File: src/rtl/spim_pkg.sv
package spim_pkg;

    typedef enum logic [2:0] {
        ST_IDLE,
        ST_LEAD,
        ST_SHIFT,
        ST_LAG,
        ST_GAP
    } spim_state_e;

    function automatic int half_up(input int v);
        return (v + 1) / 2;
    endfunction

endpackage

File: src/rtl/spim_seq.sv
module spim_seq
    import spim_pkg::*;
#(
    parameter int DIV_SYS   = 4,
    parameter int LEAD_SYS  = 11,
    parameter int GAP_SYS   = 3,
    parameter int MAX_BYTES = 4,
    localparam int BI_W     = $clog2(MAX_BYTES + 1),
    localparam int NB_W     = BI_W + 1,
    localparam int TX_W     = 8 * MAX_BYTES
) (
    input  logic            clk,
    input  logic            rst_n,
    input  logic            start_i,
    input  logic [6:0]      addr_i,
    input  logic            rw_i,
    input  logic [TX_W-1:0] wr_data_i,
    input  logic [NB_W-1:0] nbytes_i,
    output logic            sck_o,
    output logic            cs_n_o,
    output logic            mosi_o,
    output logic            mosi_oe_o,
    output logic            busy_o,
    output logic            done_o,
    output logic            rise_o,
    output logic            last_bit_o,
    output logic            rd_byte_o
);

    localparam int HALF_HI  = half_up(DIV_SYS);
    localparam int HALF_LO  = DIV_SYS - HALF_HI;
    localparam int EDGE_CYC = LEAD_SYS + HALF_HI;
    localparam int CNT_W    = $clog2(EDGE_CYC + GAP_SYS + DIV_SYS + 1);

    typedef struct packed {
        spim_state_e      state;
        logic [CNT_W-1:0] cnt;
        logic             sck;
        logic             cs_n;
        logic             oe;
        logic             done;
        logic             rw;
        logic [2:0]       bitn;
        logic [BI_W-1:0]  byte_i;
        logic [BI_W-1:0]  last_i;
        logic [7:0]       sh;
        logic [TX_W-1:0]  tx;
    } seq_t;

    seq_t q, d;
    logic [BI_W-1:0] neff;
    logic            accept;

    always_comb begin
        if (nbytes_i == '0)
            neff = BI_W'(1);
        else if (nbytes_i > NB_W'(MAX_BYTES))
            neff = BI_W'(MAX_BYTES);
        else
            neff = nbytes_i[BI_W-1:0];
    end

    always_comb begin
        d      = q;
        d.done = 1'b0;
        accept = start_i && ((q.state == ST_IDLE) ||
                             (q.state == ST_GAP && q.cnt == '0));
        if (accept) begin
            d.state  = ST_LEAD;
            d.cs_n   = 1'b0;
            d.oe     = 1'b1;
            d.cnt    = CNT_W'(EDGE_CYC - 1);
            d.rw     = rw_i;
            d.bitn   = '0;
            d.byte_i = '0;
            d.last_i = neff;
            d.sh     = {addr_i, rw_i};
            d.tx     = wr_data_i;
        end else begin
            case (q.state)
                ST_LEAD: begin
                    if (q.cnt == '0) begin
                        d.state = ST_SHIFT;
                        d.sck   = 1'b1;
                        d.cnt   = CNT_W'(HALF_HI - 1);
                    end else begin
                        d.cnt = q.cnt - 1'b1;
                    end
                end
                ST_SHIFT: begin
                    if (q.cnt != '0) begin
                        d.cnt = q.cnt - 1'b1;
                    end else if (q.sck) begin
                        d.sck = 1'b0;
                        if (q.bitn == 3'd7) begin
                            if (q.byte_i == q.last_i) begin
                                d.state = ST_LAG;
                                d.oe    = 1'b0;
                                d.cnt   = CNT_W'(EDGE_CYC - 1);
                            end else begin
                                d.byte_i = q.byte_i + 1'b1;
                                d.bitn   = '0;
                                d.sh     = q.rw ? 8'h00 : q.tx[7:0];
                                d.tx     = q.tx >> 8;
                                d.cnt    = CNT_W'(HALF_LO - 1);
                            end
                        end else begin
                            d.bitn = q.bitn + 1'b1;
                            d.sh   = {q.sh[6:0], 1'b0};
                            d.cnt  = CNT_W'(HALF_LO - 1);
                        end
                    end else begin
                        d.sck = 1'b1;
                        d.cnt = CNT_W'(HALF_HI - 1);
                    end
                end
                ST_LAG: begin
                    if (q.cnt == '0) begin
                        d.state = ST_GAP;
                        d.cs_n  = 1'b1;
                        d.done  = 1'b1;
                        d.cnt   = CNT_W'(GAP_SYS - 1);
                    end else begin
                        d.cnt = q.cnt - 1'b1;
                    end
                end
                ST_GAP: begin
                    if (q.cnt == '0)
                        d.state = ST_IDLE;
                    else
                        d.cnt = q.cnt - 1'b1;
                end
                default: d.state = ST_IDLE;
            endcase
        end
    end

    always_ff @(posedge clk or negedge rst_n) begin
        if (!rst_n) begin
            q        <= '0;
            q.state  <= ST_IDLE;
            q.cs_n   <= 1'b1;
        end else begin
            q <= d;
        end
    end

    assign sck_o      = q.sck;
    assign cs_n_o     = q.cs_n;
    assign mosi_o     = q.sh[7];
    assign mosi_oe_o  = q.oe;
    assign done_o     = q.done;
    assign busy_o     = !((q.state == ST_IDLE) ||
                          (q.state == ST_GAP && q.cnt == '0));
    assign rise_o     = (q.state == ST_SHIFT) && !q.sck && (q.cnt == '0);
    assign last_bit_o = (q.bitn == 3'd7);
    assign rd_byte_o  = q.rw && (q.byte_i != '0);

endmodule

File: src/rtl/spim_rx.sv
module spim_rx (
    input  logic       clk,
    input  logic       rst_n,
    input  logic       sample_i,
    input  logic       last_bit_i,
    input  logic       keep_i,
    input  logic       miso_i,
    output logic [7:0] rd_data_o,
    output logic       rd_valid_o
);

    typedef struct packed {
        logic [7:0] sh;
        logic [7:0] data;
        logic       valid;
    } rx_t;

    rx_t q, d;

    always_comb begin
        d       = q;
        d.valid = 1'b0;
        if (sample_i) begin
            d.sh = {q.sh[6:0], miso_i};
            if (last_bit_i && keep_i) begin
                d.data  = {q.sh[6:0], miso_i};
                d.valid = 1'b1;
            end
        end
    end

    always_ff @(posedge clk or negedge rst_n) begin
        if (!rst_n) q <= '0;
        else        q <= d;
    end

    assign rd_data_o  = q.data;
    assign rd_valid_o = q.valid;

endmodule

File: src/rtl/spi_guard_master.sv
module spi_guard_master #(
    parameter int DIV_SYS   = 4,
    parameter int LEAD_SYS  = 11,
    parameter int GAP_SYS   = 3,
    parameter int MAX_BYTES = 4,
    localparam int BI_W     = $clog2(MAX_BYTES + 1),
    localparam int NB_W     = BI_W + 1,
    localparam int TX_W     = 8 * MAX_BYTES
) (
    input  logic            clk,
    input  logic            rst_n,
    input  logic            start_i,
    input  logic [6:0]      addr_i,
    input  logic            rw_i,
    input  logic [TX_W-1:0] wr_data_i,
    input  logic [NB_W-1:0] nbytes_i,
    output logic [7:0]      rd_data_o,
    output logic            rd_valid_o,
    output logic            busy_o,
    output logic            done_o,
    output logic            sck_o,
    output logic            cs_n_o,
    output logic            mosi_o,
    output logic            mosi_oe_o,
    input  logic            miso_i
);

    logic rise_w;
    logic last_bit_w;
    logic rd_byte_w;

    spim_seq #(
        .DIV_SYS  (DIV_SYS),
        .LEAD_SYS (LEAD_SYS),
        .GAP_SYS  (GAP_SYS),
        .MAX_BYTES(MAX_BYTES)
    ) u_seq (
        .clk       (clk),
        .rst_n     (rst_n),
        .start_i   (start_i),
        .addr_i    (addr_i),
        .rw_i      (rw_i),
        .wr_data_i (wr_data_i),
        .nbytes_i  (nbytes_i),
        .sck_o     (sck_o),
        .cs_n_o    (cs_n_o),
        .mosi_o    (mosi_o),
        .mosi_oe_o (mosi_oe_o),
        .busy_o    (busy_o),
        .done_o    (done_o),
        .rise_o    (rise_w),
        .last_bit_o(last_bit_w),
        .rd_byte_o (rd_byte_w)
    );

    spim_rx u_rx (
        .clk       (clk),
        .rst_n     (rst_n),
        .sample_i  (rise_w),
        .last_bit_i(last_bit_w),
        .keep_i    (rd_byte_w),
        .miso_i    (miso_i),
        .rd_data_o (rd_data_o),
        .rd_valid_o(rd_valid_o)
    );

endmodule

File: config.mk
export PLATFORM = sky130hd
export DESIGN_NAME = spi_guard_master
export DESIGN_NICKNAME = d
export VERILOG_FILES = /design/src/rtl/spim_pkg.sv /design/src/rtl/spim_seq.sv /design/src/rtl/spim_rx.sv /design/src/rtl/spi_guard_master.sv
export SDC_FILE = /design/constraint.sdc
export NUM_CORES = 1
export LEC_CHECK = 0
export CAP_MARGIN = 20
export CORE_MARGIN = 5
export CORE_UTILIZATION = 50
export CTS_BUF_LIST = sky130_fd_sc_hd__clkbuf_4 sky130_fd_sc_hd__clkbuf_8 sky130_fd_sc_hd__clkbuf_16
export DETAILED_ROUTE_END_ITERATION = 16
export GPL_ROUTABILITY_DRIVEN = 0
export PLACE_DENSITY = 0.76
export SLEW_MARGIN = 20
export SYNTH_ARGS = -nofsm -noshare
export SYNTH_HDL_FRONTEND = slang
export SYNTH_SLANG_ARGS = --single-unit
export TNS_END_PERCENT = 30
File: constraint.sdc
create_clock -name clk -period 2.5 [get_ports clk]
set_input_delay 0.5 -clock clk [delete_from_list [all_inputs] [get_ports clk]]
set_output_delay 0.5 -clock clk [all_outputs]
set_load 0.05 [all_outputs]
Word-level counts from Yosys, hierarchy flattened --
Cells that the tools add are included.
Word-level totals: register bits 78, latch bits 0, bits in writable memories 0, ROM bits 0, input bits 48, output and inout bits 15, memories kept 0
Cells by class: add/subtract/negate cells 3, multiply operators 0, div/mod/pow operators 0, order comparisons 1, equal/unequal tests 19, shifts and indexed selects 0, multiplexer cells 49, bitwise gates (word level) 1, reduce and logical (&&, ||, !) cells 30
Operators by type and width (count):
- 2-to-1 mux 40 bit | 5
- 2-to-1 mux 6 bit | 6
- 2-to-1 mux 3 bit | 11
- 2-to-1 mux 32 bit | 1
- 2-to-1 mux 5 bit | 5
- 2-to-1 mux 8 bit | 3
- one-hot mux 5 bit (4 select lines) | 1
- inequality test 3 x 1 -> 1 bit (second input constant) | 6
- nonzero test 2 bit | 7
- 2-to-1 mux 1 bit | 13
- one-hot mux 3 bit (4 select lines) | 1
- AND reduction 5 bit | 2
- nonzero test 5 bit | 2
- AND reduction 4 bit | 2
- AND reduction 7 bit | 1
- adder 3 x 1 -> 3 bit (second input constant) | 2
- == test 3 x 2 -> 1 bit (second input constant) | 2
- == test 3 bit (second input constant) | 2
- logical AND 1 bit | 6
- inequality test 2 x 1 -> 1 bit (second input constant) | 3
- inequality test 3 x 2 -> 1 bit (second input constant) | 2
- AND reduction 2 bit | 3
- zero test 5 bit | 1
- subtractor 5 x 1 -> 5 bit (second input constant) | 1
- other kinds (14) | 15

Longest topological paths before layout --
depth in word-level cells 7, gate-level depth with buffers 10, depth with buffers taken out 7

By module --
From an unflattened synthesis, not the netlist that was laid out.
Second synthesis, totals: cells, all modules 397, area, all modules 3827.4 um^2
By module, submodules not included:
- spim_seq | instances 1, cells an instance 355, area an instance 3165.5 um^2, sequential area each 1552.7 um^2
- spim_rx | instances 1, cells an instance 42, area an instance 661.9 um^2, sequential area each 400.4 um^2

Worst setup path before layout --
No wires, ideal clock.
path kind register to register, start point reg u_seq.q (netlist bit u_seq.sck_o), end point reg u_seq.q[13] in the netlist's numbering, data arrival time 1.998 ns, data required time 2.359 ns, path slack 0.361 ns, stages on the path, launching flop included 9, period minus slack after synthesis 2.139 ns, path through dfrtp_1 > buf_2 > nor2b_1 > nand4_1 > or2_2 > buf_2 > clkbuf_1 > nand2_1 > a31oi_1
Between the ends: cells in the longest elaborated chain, start to end 2
RTL lines:
- start: declaration | RTL line spim_seq.sv:50 | seq_t q, d;
- nonzero test 2 bit (no source line)
- AND reduction 5 bit (no source line)
No other way between the ends. A chain may end at the register's enable or synchronous reset.

Worst setup path in the final report --
start point reg u_seq.q[54] in the netlist's numbering, end point out busy_o
Between the ends: cells in the longest elaborated chain, start to end 4
RTL lines:
- zero test 5 bit | RTL line spim_seq.sv:154 | (q.state == ST_GAP && q.cnt == '0));
- logical AND 1 bit | RTL line spim_seq.sv:154
- logical OR 1 bit | RTL line spim_seq.sv:153 | assign busy_o = !((q.state == ST_IDLE) ||
- zero test 1 bit | RTL line spim_seq.sv:153
- end: declaration | RTL line spi_guard_master.sv:19 | output logic busy_o,
No other way between the ends.

==> summary.md <==
| Metric | Value |
|---|---|
| Status | `complete, no violations` |
| Share of final-layout standard cells stronger than drive strength 1 | `0.1222` |
| Share of the clock period used by the worst path after layout | `0.9632` |
| Leakage power | `0.002088 uW` |
| Antenna violations before repair | `0` |
| Number of rows created at floorplan | `31` |
| Total Die Area | `0.009284 sq mm` |
| # nets final | `498` |
| # H-tree levels | `3` |
| Effective utilization at floorplan | `0.5141` |
| 1st-iter DRT viols | `143` |
| Synthesized netlist cell count | `395` |
| Critical Path Source Type | `flop` |
| Reported net switching power | `1518 uW` |
| Async set-or-reset flop fraction in the synthesized netlist | `1.000` |
| Top-area cell type share of the netlist area | `0.5168` |
| Critical Path Sink | `busy_o` |
| Power per cell area | `920.8 mW/mm^2` |
| Number of distinct library cells after synthesis | `44` |
| Most common cell after layout, fill and taps aside | `nand2_1` |
| Number of enable flip-flop cells after synthesis | `0` |
| CTS clock-pin slew for the worst setup and hold paths | `0.07 ns` |
| DIE HEIGHT | `96.36 um` |
| Worst clock skew | `0.006652 ns` |
| Pre-CTS setup slack | `0.1866 ns` |
| Wirelength per Cell | `14.24 um` |
| Endpoint required time on the critical path | `2.00 ns` |
| Reg2reg setup slack | `0.19 ns` |
| Maximum number of pins on one net before global-route repair | `63` |
| Final worst hold slack | `0.1332 ns` |
| Combinational power share | `0.329` |
| R2R cell count | `6` |
| Horizontal die dimension | `96.36 um` |
| Hold Violations, Final | `0` |
| Flip-flop and latch count after synthesis | `78` |
| Switching share of power | `0.3569` |
| Transition time of the tightest slew-check pin | `0.6100 ns` |
| Area inside the core boundary | `0.007253 sq mm` |
| Area of the mapped netlist | `0.003729 sq mm` |
| Internal power | `2735 uW` |
| DRC violation count after routing | `0` |
| Slew Limit Fails | `0` |
| Part of the total power dissipated in sequential elements | `0.477` |
| Type of the tightest min-delay check | `in -> async` |
| Kind of end point of the critical path | `primary output` |
| Layout overhead on the synthesized area | `23.89%` |
| Clock power frac | `0.194` |
| Global-route wire length before repair | `13120 um` |
| Worst slew margin | `0.5933` |
| Worst-Skew Late Latency | `0.34 ns` |
| Sequential cell area fraction in the yosys report | `0.5238` |
| Total via count after detailed routing | `2922` |
| Slack of the critical path | `0.09188 ns` |
| Avg Synthesized Cell Area | `9.439 sq um` |
| Arrival time at the worst endpoint | `1.91 ns` |
| Detailed placer's ending HPWL | `5299 um` |
| Synth area leader | `dfrtp_1` |
| Top library cells by usage in the layout, fill and taps aside | `91 x nand2_1, 77 x dfrtp_1, 60 x clkdlybuf4s50_1` |
| PortBufs | `62` |
| First-pass iteration count of the detailed router | `4` |
| Mapped Nets | `448` |
| Clock tree from TritonCTS | `done` |
| Capture instance of the worst register-to-register path | `u_rx.q[9]` |
| Cell chosen for the clock root | `clkbuf_8` |
| Largest driver fanout on the critical path | `7` |
| Most frequently used flop master after synthesis | `dfrtp_1` |
| Count of nets left with antenna violations after detail routing | `0` |
| Count of hold buffers inserted by post-cts repair | `0` |
| Crit Reg-Reg Startpoint | `u_seq.q[54]` |
| # setup viols final | `0` |
| Worst vdd rail ir drop | `0.3673 mV` |
| ANT cells | `0` |
| Critical path type | `reg -> out` |
| Number of global-route vias before repair | `2885` |
| Average vias per placed instance | `5.322` |
| Number of maximum-capacitance violations | `0` |
| Setup repair after global routing missed its margin | `false` |
| Clk buf depth | `2` |
| Sum of routed wire length over all layers | `7820 um` |
| Ys Warns | `0` |
| Total negative slack | `0 ns` |
| Launch point of the worst path | `u_seq.q[54]` |
| Total congestion overflow after global routing | `0` |
| Number of buffers created by CTS | `9` |
| TritonCTS sink count | `78` |
| Maximum frequency from static timing analysis | `0.4153 GHz` |
| Ports | `63` |
| Overall track demand over capacity in global routing | `0.1823` |
| Cell types with the largest area share after synthesis | `dfrtp_1 52%, nand2_1 9.2%, mux2_2 4.5%` |
| Time the final worst path needs with I/O delays and setup | `2.408 ns` |
power by group through the flow:
stage	Sequential [uW]	Combinational, uW	Clock [uW]
after floorplan	2030	922	0
after global placement	2020	1290	0
after detailed placement	2040	1350	0
after CTS	2020	1380	853
after global routing	2090	1570	915
final	2030	1400	827
final cells by class:
type                            instances  area (sq um)
Fill cell                             610          2634
Timing Repair Buffer                   71         733.2
Inverter                               10         37.54
Clock inverter                          6         37.54
Sequential cell                        78          1953
Clock buffer                           10         137.6
Multi-Input combinational cell        275          1597
Tap cell                               99         123.9
how the worst min path moves through the flow:
stage / endpoint / slack, ns
after floorplan: u_rx.q[10] / 0.20
after global placement: u_seq.cs_n_o / 0.45
after detailed placement: u_seq.cs_n_o / 0.45
after CTS: u_rx.rd_data_o[3] / 0.15
after global routing: u_rx.rd_data_o[4] / 0.17
final: u_rx.rd_valid_o / 0.13
state kept, by name (all words and copies together) (netlist names):
| register | flops |
|---|---|
| u_rx.q | 7 |
| u_rx.rd_data_o | 8 |
| u_rx.rd_valid_o | 1 |
| u_seq.cs_n_o | 1 |
| u_seq.done_o | 1 |
| u_seq.mosi_o | 1 |
| u_seq.mosi_oe_o | 1 |
| u_seq.q | 57 |
| u_seq.sck_o | 1 |
cells in the mapped netlist (2+ instances only):
| library cell | n |
|---|---|
| a211oi_1 | 2 |
| a21o_1 | 2 |
| a21oi_1 | 18 |
| a221oi_1 | 6 |
| a22oi_1 | 2 |
| a31oi_1 | 22 |
| buf_2 | 10 |
| buf_4 | 10 |
| clkbuf_1 | 11 |
| dfrtp_1 | 77 |
| ha_1 | 5 |
| inv_1 | 9 |
| mux2_2 | 15 |
| mux2i_1 | 3 |
| nand2_1 | 91 |
| nand3_1 | 15 |
| nor2_1 | 40 |
| nor2b_1 | 8 |
| nor3_1 | 4 |
| nor4_4 | 2 |
| o21ai_0 | 8 |
| o2bb2ai_1 | 2 |
| o31ai_1 | 6 |
| o32ai_1 | 2 |
| or2_2 | 2 |
| xnor2_1 | 2 |
| xor2_1 | 4 |
worst max-delay path, stage by stage (launching register included):
cell     delay [ns]
dfrtp_1        0.39
inv_1          0.14
ha_4           0.17
or4b_4         0.49
nand2_4        0.12
nand2_1        0.05
buf_4          0.20
timing repair:
action	in CTS	in global routing
setup buffers	1	0
gates resized for setup	2	2
setup endpoints to repair	1	1
pin swaps	0	1
cloned	0	0
logic make-up after synthesis:
group           Yosys count  synth area share
mux                      18           0.05336
simple gates            170            0.2037
compound gates           76            0.1326
fa+ha+maj                 5           0.01678
xor+xnor                  6           0.01409
flops                    78            0.5238
buf+inv                  42           0.05570
per-layer routing:
layer	GRT usage	wire, um
met5	0	0
met4	0.08879	202
met1	0.2383	3567
met3	0.03675	286
met2	0.2892	3764
per-stage QoR:
step / std cells / power, uW / utilization / instance area [sq um]
floorplan: 395 / 2948 / - / 3729
global placement: 532 / 3315 / 0.6088 / 4415
detailed placement: 532 / 3395 / 0.6088 / 4415
CTS: 549 / 4253 / 0.6352 / 4607
global route: 549 / 4567 / 0.6369 / 4619
finish: 549 / 4254 / 0.6369 / 4619
(Power assumes the default switching activity.)
